### config.mk
export PLATFORM = sky130hd
export DESIGN_NAME = i2c_eeprom_target
export DESIGN_NICKNAME = d
export VERILOG_FILES = /design/src/rtl/i2c_ee_pkg.sv /design/src/rtl/i2c_ee_line_sync.sv /design/src/rtl/i2c_ee_store.sv /design/src/rtl/i2c_ee_ctrl.sv /design/src/rtl/i2c_eeprom_target.sv
export SDC_FILE = /design/constraint.sdc
export NUM_CORES = 2
export LEC_CHECK = 0
export ABC_AREA = 1
export BUFFER_PORTS_ARGS = -buffer_cell sky130_fd_sc_hd__buf_2
export CAP_MARGIN = 10
export CELL_PAD_IN_SITES_DETAIL_PLACEMENT = 0
export CELL_PAD_IN_SITES_GLOBAL_PLACEMENT = 1
export CORE_UTILIZATION = 45
export DETAILED_ROUTE_END_ITERATION = 16
export PLACE_DENSITY_LB_ADDON = 0.1
export SKIP_CTS_REPAIR_TIMING = 1
export SLEW_MARGIN = 20
export SYNTH_ARGS = -nofsm -noshare
export SYNTH_HDL_FRONTEND = slang
export SYNTH_SLANG_ARGS = --single-unit
### constraint.sdc
create_clock -name clk -period 2.7 [get_ports clk]
set_clock_uncertainty 0.15 [all_clocks]
set_input_delay 0.54 -clock clk [delete_from_list [all_inputs] [get_ports clk]]
set_output_delay 0.54 -clock clk [all_outputs]
set_load 0.01 [all_outputs]
### src/rtl/i2c_ee_pkg.sv
package i2c_ee_pkg;

  typedef enum logic [2:0] {
    PH_IDLE,
    PH_DEV,
    PH_ADDR,
    PH_WR,
    PH_RD
  } phase_t;

  // Device select comparison: upper seven bits carry the bus address.
  function automatic logic dev_match(input logic [7:0] sel, input logic [6:0] addr);
    return sel[7:1] == addr;
  endfunction

  // Read counter step, wrapping over the whole array.
  function automatic logic [7:0] seq_next(input logic [7:0] a, input logic [7:0] mask);
    return (a + 8'd1) & mask;
  endfunction

  // Write counter step, wrapping inside an aligned page.
  function automatic logic [7:0] page_next(input logic [7:0] a, input logic [7:0] pmask);
    return (a & ~pmask) | ((a + 8'd1) & pmask);
  endfunction

endpackage

### src/rtl/i2c_ee_line_sync.sv
module i2c_ee_line_sync #(
  parameter int STAGES = 2
) (
  input  logic clk,
  input  logic rst_n,
  input  logic scl_in,
  input  logic sda_in,
  output logic scl_s,
  output logic sda_s,
  output logic scl_rise,
  output logic scl_fall,
  output logic start_ev,
  output logic stop_ev
);
  logic [STAGES-1:0] scl_pipe;
  logic [STAGES-1:0] sda_pipe;
  logic scl_d, sda_d;

  for (genvar g = 0; g < STAGES; g++) begin : g_stage
    if (g == 0) begin : g_first
      always_ff @(posedge clk or negedge rst_n) begin
        if (!rst_n) begin
          scl_pipe[0] <= 1'b1;
          sda_pipe[0] <= 1'b1;
        end else begin
          scl_pipe[0] <= scl_in;
          sda_pipe[0] <= sda_in;
        end
      end
    end else begin : g_next
      always_ff @(posedge clk or negedge rst_n) begin
        if (!rst_n) begin
          scl_pipe[g] <= 1'b1;
          sda_pipe[g] <= 1'b1;
        end else begin
          scl_pipe[g] <= scl_pipe[g-1];
          sda_pipe[g] <= sda_pipe[g-1];
        end
      end
    end
  end

  always_ff @(posedge clk or negedge rst_n) begin
    if (!rst_n) begin
      scl_d <= 1'b1;
      sda_d <= 1'b1;
    end else begin
      scl_d <= scl_s;
      sda_d <= sda_s;
    end
  end

  assign scl_s    = scl_pipe[STAGES-1];
  assign sda_s    = sda_pipe[STAGES-1];
  assign scl_rise = scl_s & ~scl_d;
  assign scl_fall = ~scl_s & scl_d;
  assign start_ev = scl_s & scl_d & sda_d & ~sda_s;
  assign stop_ev  = scl_s & scl_d & ~sda_d & sda_s;
endmodule

### src/rtl/i2c_ee_store.sv
module i2c_ee_store #(
  parameter int DEPTH = 256,
  localparam int AW = $clog2(DEPTH)
) (
  input  logic          clk,
  input  logic          rst_n,
  input  logic          we,
  input  logic [AW-1:0] addr,
  input  logic [7:0]    wdata,
  output logic [7:0]    rdata
);
  logic [7:0] cells [DEPTH];

  always_ff @(posedge clk or negedge rst_n) begin
    if (!rst_n) begin
      for (int i = 0; i < DEPTH; i++) cells[i] <= 8'hFF;
    end else if (we) begin
      cells[addr] <= wdata;
    end
  end

  assign rdata = cells[addr];
endmodule

### src/rtl/i2c_ee_ctrl.sv
module i2c_ee_ctrl
  import i2c_ee_pkg::*;
#(
  parameter logic [6:0] DEV_ADDR = 7'h50,
  parameter int DEPTH = 256,
  parameter int PAGE  = 16,
  localparam int AW = $clog2(DEPTH)
) (
  input  logic          clk,
  input  logic          rst_n,
  input  logic          sda_s,
  input  logic          scl_rise,
  input  logic          scl_fall,
  input  logic          start_ev,
  input  logic          stop_ev,
  input  logic          wr_lock,
  input  logic [7:0]    rd_data,
  output logic          mem_we,
  output logic [AW-1:0] mem_addr,
  output logic [7:0]    mem_wdata,
  output logic          sda_pull,
  output logic          tx_load,
  output logic          nack_ev,
  output logic          dev_miss,
  output logic          phase_idle,
  output logic          phase_dev,
  output logic [7:0]    ptr
);
  localparam logic [7:0] DEPTH_MASK = 8'(DEPTH - 1);
  localparam logic [7:0] PAGE_MASK  = 8'(PAGE - 1);

  phase_t     phase_q;
  logic [3:0] cnt_q;
  logic       in_ack_q;
  logic [7:0] sh_q, tx_q, ptr_q;
  logic       pull_q;
  logic       rx_phase, byte_end, dev_hit;

  assign rx_phase = (phase_q == PH_DEV) || (phase_q == PH_ADDR) || (phase_q == PH_WR);
  assign byte_end = scl_fall && !in_ack_q && (cnt_q == 4'd8) && rx_phase;
  assign dev_hit  = byte_end && (phase_q == PH_DEV) && dev_match(sh_q, DEV_ADDR);
  assign dev_miss = byte_end && (phase_q == PH_DEV) && !dev_match(sh_q, DEV_ADDR);
  assign mem_we   = byte_end && (phase_q == PH_WR) && !wr_lock;
  assign tx_load  = scl_fall && in_ack_q && (phase_q == PH_RD);
  assign nack_ev  = scl_rise && in_ack_q && (phase_q == PH_RD) && sda_s;

  assign mem_addr   = ptr_q[AW-1:0];
  assign mem_wdata  = sh_q;
  assign sda_pull   = pull_q;
  assign phase_idle = (phase_q == PH_IDLE);
  assign phase_dev  = (phase_q == PH_DEV);
  assign ptr        = ptr_q;

  always_ff @(posedge clk or negedge rst_n) begin
    if (!rst_n) begin
      phase_q  <= PH_IDLE;
      cnt_q    <= '0;
      in_ack_q <= 1'b0;
      sh_q     <= '0;
      tx_q     <= '0;
      ptr_q    <= '0;
      pull_q   <= 1'b0;
    end else if (start_ev) begin
      phase_q  <= PH_DEV;
      cnt_q    <= '0;
      in_ack_q <= 1'b0;
      pull_q   <= 1'b0;
    end else if (stop_ev) begin
      phase_q  <= PH_IDLE;
      cnt_q    <= '0;
      in_ack_q <= 1'b0;
      pull_q   <= 1'b0;
    end else begin
      // bit counting on SCL rise
      if (scl_rise && !in_ack_q && (cnt_q < 4'd8) && (phase_q != PH_IDLE)) begin
        if (rx_phase) sh_q <= {sh_q[6:0], sda_s};
        cnt_q <= cnt_q + 4'd1;
      end
      // master withheld acknowledge
      if (nack_ev) begin
        phase_q  <= PH_IDLE;
        in_ack_q <= 1'b0;
        pull_q   <= 1'b0;
      end
      // received byte complete: decide acknowledge
      if (byte_end) begin
        in_ack_q <= 1'b1;
        unique case (phase_q)
          PH_DEV: begin
            if (dev_hit) begin
              pull_q  <= 1'b1;
              phase_q <= sh_q[0] ? PH_RD : PH_ADDR;
            end else begin
              phase_q  <= PH_IDLE;
              in_ack_q <= 1'b0;
            end
          end
          PH_ADDR: begin
            pull_q  <= 1'b1;
            ptr_q   <= sh_q & DEPTH_MASK;
            phase_q <= PH_WR;
          end
          PH_WR: begin
            if (!wr_lock) begin
              pull_q <= 1'b1;
              ptr_q  <= page_next(ptr_q, PAGE_MASK) & DEPTH_MASK;
            end
          end
          default: ;
        endcase
      end
      // end of the ninth bit
      if (scl_fall && in_ack_q && (phase_q != PH_IDLE)) begin
        in_ack_q <= 1'b0;
        cnt_q    <= '0;
        pull_q   <= 1'b0;
        if (phase_q == PH_RD) begin
          tx_q   <= rd_data;
          ptr_q  <= seq_next(ptr_q, DEPTH_MASK);
          pull_q <= ~rd_data[7];
        end
      end
      // read data bits after SCL fall
      if (scl_fall && !in_ack_q && (phase_q == PH_RD)) begin
        if (cnt_q < 4'd8) begin
          pull_q <= ~tx_q[3'd7 - cnt_q[2:0]];
        end else begin
          pull_q   <= 1'b0;
          in_ack_q <= 1'b1;
        end
      end
    end
  end
endmodule

### src/rtl/i2c_eeprom_target.sv
module i2c_eeprom_target #(
  parameter logic [6:0] DEV_ADDR = 7'h50,
  parameter int DEPTH       = 256,
  parameter int PAGE        = 16,
  parameter int SYNC_STAGES = 2
) (
  input  logic clk,
  input  logic rst_n,
  input  logic scl_in,
  input  logic sda_in,
  input  logic wr_lock,
  output logic sda_pull
);
  localparam int AW = $clog2(DEPTH);

  logic scl_s, sda_s, scl_rise, scl_fall, start_ev, stop_ev;
  logic mem_we, tx_load, nack_ev, dev_miss, phase_idle, phase_dev;
  logic [AW-1:0] mem_addr;
  logic [7:0] mem_wdata, rd_data, ptr;

  i2c_ee_line_sync #(.STAGES(SYNC_STAGES)) u_sync (
    .clk(clk), .rst_n(rst_n), .scl_in(scl_in), .sda_in(sda_in),
    .scl_s(scl_s), .sda_s(sda_s), .scl_rise(scl_rise), .scl_fall(scl_fall),
    .start_ev(start_ev), .stop_ev(stop_ev)
  );

  i2c_ee_ctrl #(.DEV_ADDR(DEV_ADDR), .DEPTH(DEPTH), .PAGE(PAGE)) u_ctrl (
    .clk(clk), .rst_n(rst_n), .sda_s(sda_s), .scl_rise(scl_rise),
    .scl_fall(scl_fall), .start_ev(start_ev), .stop_ev(stop_ev),
    .wr_lock(wr_lock), .rd_data(rd_data), .mem_we(mem_we),
    .mem_addr(mem_addr), .mem_wdata(mem_wdata), .sda_pull(sda_pull),
    .tx_load(tx_load), .nack_ev(nack_ev), .dev_miss(dev_miss),
    .phase_idle(phase_idle), .phase_dev(phase_dev), .ptr(ptr)
  );

  i2c_ee_store #(.DEPTH(DEPTH)) u_store (
    .clk(clk), .rst_n(rst_n), .we(mem_we), .addr(mem_addr),
    .wdata(mem_wdata), .rdata(rd_data)
  );
endmodule

=== Yosys cells after proc, flatten, opt, wreduce, memory -nomap -nowiden ===
Index checks and enable logic that the tools add are counted.

* Register bits after elaboration: 2087
* Logic and storage cells: 369

* Add/sub/neg operators: 3
* Magnitude comparators: 4
* Equal/unequal tests: 6
* Mux-type cells: 44
* Bitwise gates (word level): 17
* Reduce and logical (&&, ||, !) cells: 26

{| class="wikitable"
|+ Operators by type and width
! kind !! number
|-
| 2048-bit bitwise mux || 1
|-
| 8-bit binary-select mux with 8-bit select || 1
|-
| 8-bit demux with 8-bit select || 1
|-
| 8-bit two-way mux || 7
|-
| 1-bit two-way mux || 20
|-
| 3-bit two-way mux || 6
|-
| 1-bit logical AND || 17
|-
| 4-bit two-way mux || 4
|-
| 8-bit case mux with 2 select lines || 1
|-
| 9-bit greater-or-equal comparator, second input constant || 1
|-
| 9-bit by 1-bit less-than comparator with 1-bit output, second input constant || 1
|-
| 8-bit inverter with 9-bit output || 1
|-
| 8-bit by 1-bit adder with 8-bit output, second input constant || 1
|-
| 1-bit inverter || 8
|-
| 8-bit by 4-bit bitwise OR with 8-bit output || 1
|-
| 4-bit AND reduction || 2
|-
| 1-bit AND || 7
|-
| 7-bit equality test, second input constant || 1
|-
| 3-bit by 2-bit equality test with 1-bit output, second input constant || 2
|-
| 3-bit case mux with 2 select lines || 1
|-
| 4-bit by 1-bit adder with 4-bit output, second input constant || 1
|-
| 4-bit equality test, second input constant || 1
|-
| 3-bit by 4-bit less-than comparator with 1-bit output, second input constant || 1
|-
| 4-bit less-than comparator, second input constant || 1
|-
| 10 further kinds || 12
|}

=== Logic depth before layout (Yosys ltp) ===
* Depth after elaboration: 15
* Gate-level depth with buffers: 19
* Gate-level depth less buffers: 16

=== Hierarchy ===
From an unflattened synthesis, not the netlist that was laid out.

* Cells, all modules: 12703
* Area total of the unflattened synthesis: 99223.9 sq um

{| class="wikitable"
|+ By module, submodules not included
! module !! times used !! cells each !! area an instance (sq um) !! seq. area each (sq um)
|-
| i2c_ee_store || 1 || 12379 || 96895.4 || 53811.6
|-
| i2c_ee_ctrl || 1 || 307 || 2129.5 || 825.8
|-
| i2c_ee_line_sync || 1 || 17 || 198.9 || 157.7
|}

=== Least setup slack after synthesis ===
Ideal clock, no wire load.

* Kind: register -> register
* Start: register u_ctrl.ptr_q[0] (netlist: u_ctrl.mem_addr[0])
* End: register u_store.cells[1981] (netlist name)
* Library setup time: 0.087 ns
* Data arrival time: 2.384 ns
* Slack: 0.078 ns
* Cell stages (with the launch flop): 15
* Buffers on the path: 7
* Period minus slack after synthesis: 2.622 ns
* Cell sequence: dfrtp_1 > buf_2 > inv_1 > buf_2 > buf_2 > buf_2 > buf_2 > ha_1 > nand2_4 > nor2_4 > buf_6 > nand2_2 > buf_2 > nand2_1 > o21ai_1

* Word-level cells in the longest chain between the ends: 6
* Elaborated cells on any way between the ends: 7
* Classes of those cells: 2 x order compare; 3 x mux; 1 x bitwise; 1 x reduce/logical

{| class="wikitable"
|+ Ends and longest elaborated chain
! item !! line !! RTL
|-
| start, declared || i2c_ee_ctrl.sv:35 || <nowiki>logic [7:0] sh_q, tx_q, ptr_q;</nowiki>
|-
| start signal, assigned || i2c_ee_ctrl.sv:100 || <nowiki>ptr_q <= sh_q & DEPTH_MASK;</nowiki>
|-
| start signal, assigned || i2c_ee_ctrl.sv:106 || <nowiki>ptr_q <= page_next(ptr_q, PAGE_MASK) & DEPTH_MASK;</nowiki>
|-
| start signal, assigned || i2c_ee_ctrl.sv:119 || <nowiki>ptr_q <= seq_next(ptr_q, DEPTH_MASK);</nowiki>
|-
| 8-bit inverter with 9-bit output (not written as such) (*) || i2c_ee_store.sv:18 || <nowiki>cells[addr] <= wdata;</nowiki>
|-
| 9-bit greater-or-equal comparator (not written as such) / 9-bit by 1-bit less-than comparator with 1-bit output (equally long branches) || i2c_ee_store.sv:18 ||
|-
| 1-bit logical AND (not written as such) || i2c_ee_store.sv:18 ||
|-
| 8-bit two-way mux (not written as such) || i2c_ee_store.sv:18 ||
|-
| 8-bit demux with 8-bit select (*) || i2c_ee_store.sv:18 ||
|-
| 2048-bit bitwise mux (*) || i2c_ee_store.sv:18 ||
|-
| end signal, assigned by index || i2c_ee_store.sv:18 ||
|-
| end, declared || i2c_ee_store.sv:12 || <nowiki>logic [7:0] cells [DEPTH];</nowiki>
|}

Mark *: on every way between the ends. The rest lies on a longest branch, timed or not.
A chain may end at the register's enable or synchronous reset.

=== Final worst setup path ===
* Start: register u_ctrl.ptr_q[0] (netlist: u_ctrl.mem_addr[0])
* End: register u_ctrl.tx_q[4]

* Word-level cells in the longest chain between the ends: 4

{| class="wikitable"
|+ Ends and longest elaborated chain
! item !! line !! RTL
|-
| 8-bit inverter with 9-bit output (not written as such) || i2c_ee_store.sv:22 || <nowiki>assign rdata = cells[addr];</nowiki>
|-
| 8-bit binary-select mux with 8-bit select || i2c_ee_store.sv:22 ||
|-
| 8-bit two-way mux (not written as such) (2 in series) || i2c_ee_store.sv:22 ||
|-
| end signal, assigned || i2c_ee_ctrl.sv:118 || <nowiki>tx_q <= rd_data;</nowiki>
|-
| end, declared || i2c_ee_ctrl.sv:35 ||
|}

No other way between the ends. The select of a mux whose other input is x is not followed.

==> out/qor.txt <==
status - complete, but fails checks
failing checks - negative setup slack
final setup fails - 57
DRC Markers - 0
Die ar. - 0.219 mm2
Critical Path Fanout Max - 25
Nets - 11700
Starting Density - 45.4%
CP endpoint kind - register
gr usage total - 30.0%
Vias/cell - 5.56
commonest non-fill, non-tap cell in the layout - nand2_1
relative slew slack - 40.9%
CTS sink count - 2087
post-synthesis cell area - 0.0977 mm2
Post-DRT Antenna Nets - 0
1st-iter DRT viols - 8059
Post-synth EDFFs - 0
final total power - 85000 uW
CP Buf/Inv Count - 4
H-Tree Depth - 4
row cnt - 170
WL/cell - 22.6 um
clk buf depth - 3
share of layout cells above drive strength 1 - 29.9%
multi-input logic area - 0.0383 mm2
CTS tree - built
pre-CTS setup slack - -669 ps
largest net degree at the start of global routing - 137
most used flip-flop cell after synthesis - dfstp_2
crit path DAT - 3680 ps
CORE AREA - 0.215 mm2
post-synthesis cell type count - 46
most frequent cells in the layout - nand2_1, o21ai_0, dfstp_2
cts bufs inserted - 226
gr ovfl total - 0
slowest cell on the critical path - dfrtp_4
warnings from Yosys - 0
Synth Net Count - 11500
Top delay family on crit path - simple AND/OR/NAND/NOR gates
Detailed Place HPWL - 210000 um
Slew Limit Fails - 0
vias in the first global route - 78800
fin crit period - 3100 ps
critical path class - reg2reg
drt total wl - 333000 um
Initial DRT Pass Iterations - 6
most used cell, CP - nand2_1
area leader, netlist - dfstp_2
Tcrit/Tclk final - 115%
Final Util - 53.2%
register area share after synthesis - 56.1%
initial antenna violation count - 9
hold crit path type - reg2reg
biggest cell delay along the critical path - 570 ps
Critical Path, Cell by Cell - clkinv_16 -> buf_4 -> buf_12 -> o21ai_0 -> o22ai_1 -> nand2_1 -> nand4_1 -> buf_4 -> nand2_1 -> nand2_1 -> nor2_2 -> nand2_1 -> nor2_1 -> a21oi_1
worst skew pair latency - 870 ps
Final Hold Fails - 0
Max VDD drop - 659 uV
Worst-Margin Slew - 886 ps
RSZ-0062 raised after global routing - true
CP required - 3280 ps
GP Congestion - 0.881
Register Area - 0.0548 mm2
Worst-path clk slew - 60 ps
die height - 468 um
I/O pins - 6
PwrDens - 743 mW/mm2
synthesized area per cell - 8.47 um2
clk root buf - clkbuf_16
worst setup margin - -403 ps
DR vias - 81700
flops & latches, synth - 2087
max-capacitance violation count - 0
critical path launch point type - register
Syn Inst Count - 11500
Fmax - 322 MHz
post-synth top area share - 55.3%
area grow syn2layout - 17.2%
first-pass GRT wire length - 504000 um
top area cells in the synthesized netlist - dfstp_2, o21ai_0, nand2_1
asr flop ratio synth - 100%
Die Wd - 468 um
P_leak - 0.0436 uW
PortBufs - 5
# fillers - 20100
## cells in the mapped netlist, types with 2 or more instances
cell,instances
buf_4,17
ha_1,5
nor2_4,20
nand4_1,64
buf_2,234
nor2_2,6
o22ai_1,368
o311ai_0,4
nor4_1,4
inv_1,157
o21a_1,3
dfstp_2,2054
buf_8,9
nor3_4,3
o211ai_1,3
o21ai_1,450
o21ai_2,14
clkbuf_1,575
nor2_1,1182
a22o_1,5
buf_6,53
and2_1,10
a22oi_1,3
o221ai_1,2
nor3_1,16
nand3_1,67
nand2_1,3251
buf_1,39
dfrtp_1,33
nand2_2,50
a21oi_1,50
o21ai_0,2640
nand2_4,114
inv_2,10
## flip-flops by register name (all words and copies together), names as in the netlist, 3 cells and up
register and flops:
u_ctrl.tx_q 8, u_store.cells 2048, u_ctrl.cnt_q 4, u_ctrl.mem_wdata 8, u_ctrl.mem_addr 8, u_ctrl.phase_q 3
## worst register-to-register path: cells and delay by family (launching register included)
kind,cells,cell delay (ps)
flops,1,570
compound gates,3,340
simple gates,7,1120
buf+inv,4,820
## kinds of logic (layout without fill, tap and decap cells)
logic type,after synthesis,after routing,synth area share [%]
fa+ha+maj,5,5,0.0640
buf+inv,1095,1414,5.09
simple gates,4791,4791,20.0
flops,2087,2087,56.1
other cells,0,5,0
xor+xnor,2,2,0.0179
compound gates,3547,3547,18.8
## per-layer routing
layer / global-route usage [%] / part of all wire, % / vias to the layer above
met3: 4.29 / 6.3 / 459
met5: 0 / 0.0039 / -
met2: 47.2 / 45 / 2368
met1: 43.0 / 45 / 40400
met4: 8.48 / 2.9 / 2
li1: - / - / 38500
## final timing paths
check / from / endpoint / slack (ps) / depth (start not counted)
worst max-delay path: u_ctrl.mem_addr[0] / u_ctrl.tx_q[4] / -400 / 14
worst min-delay path: u_sync.scl_pipe[0] / u_sync.scl_s / 200 / 0
worst max register to register: u_ctrl.mem_addr[0] / u_ctrl.tx_q[4] / -400 / 14
worst min register to register: u_sync.scl_pipe[0] / u_sync.scl_s / 200 / 0
max in group asynchronous: rst_n / u_store.cells[1201] / 1180 / 4
min in group asynchronous: rst_n / u_store.cells[718] / 390 / 2
## stage by stage
stage          TNS (ps)  hold WS (ps)  instances  cell area (um2)
3_3_place_gp      -5830           197      14200           106000
6_report          -3480           204      14700           114000
5_1_grt          -15710           191      14700           114000
3_5_place_dp      -7590           197      14200           106000
2_1_floorplan         0          94.4      11500            97700
4_1_cts          -12200          -390      14600           113000
## final cells by class
type	count	share of cell area, %
sequential	2087	47.9
multi-input combinational	8345	33.5
timing repair buffer	830	8.26
clock buffer	344	5.94
tap	2838	3.10
inverter	168	0.661
clock inverter	71	0.628
antenna	5	0.0109
timing repair inverter	1	0.00984
## report_power, final
part           switching [uW]  internal [uW]
Sequential                142          31500
Combinational           14400           7360
Clock                   13100          18500
Total                   27700          57300
Power figures use the tool's default switching activity.
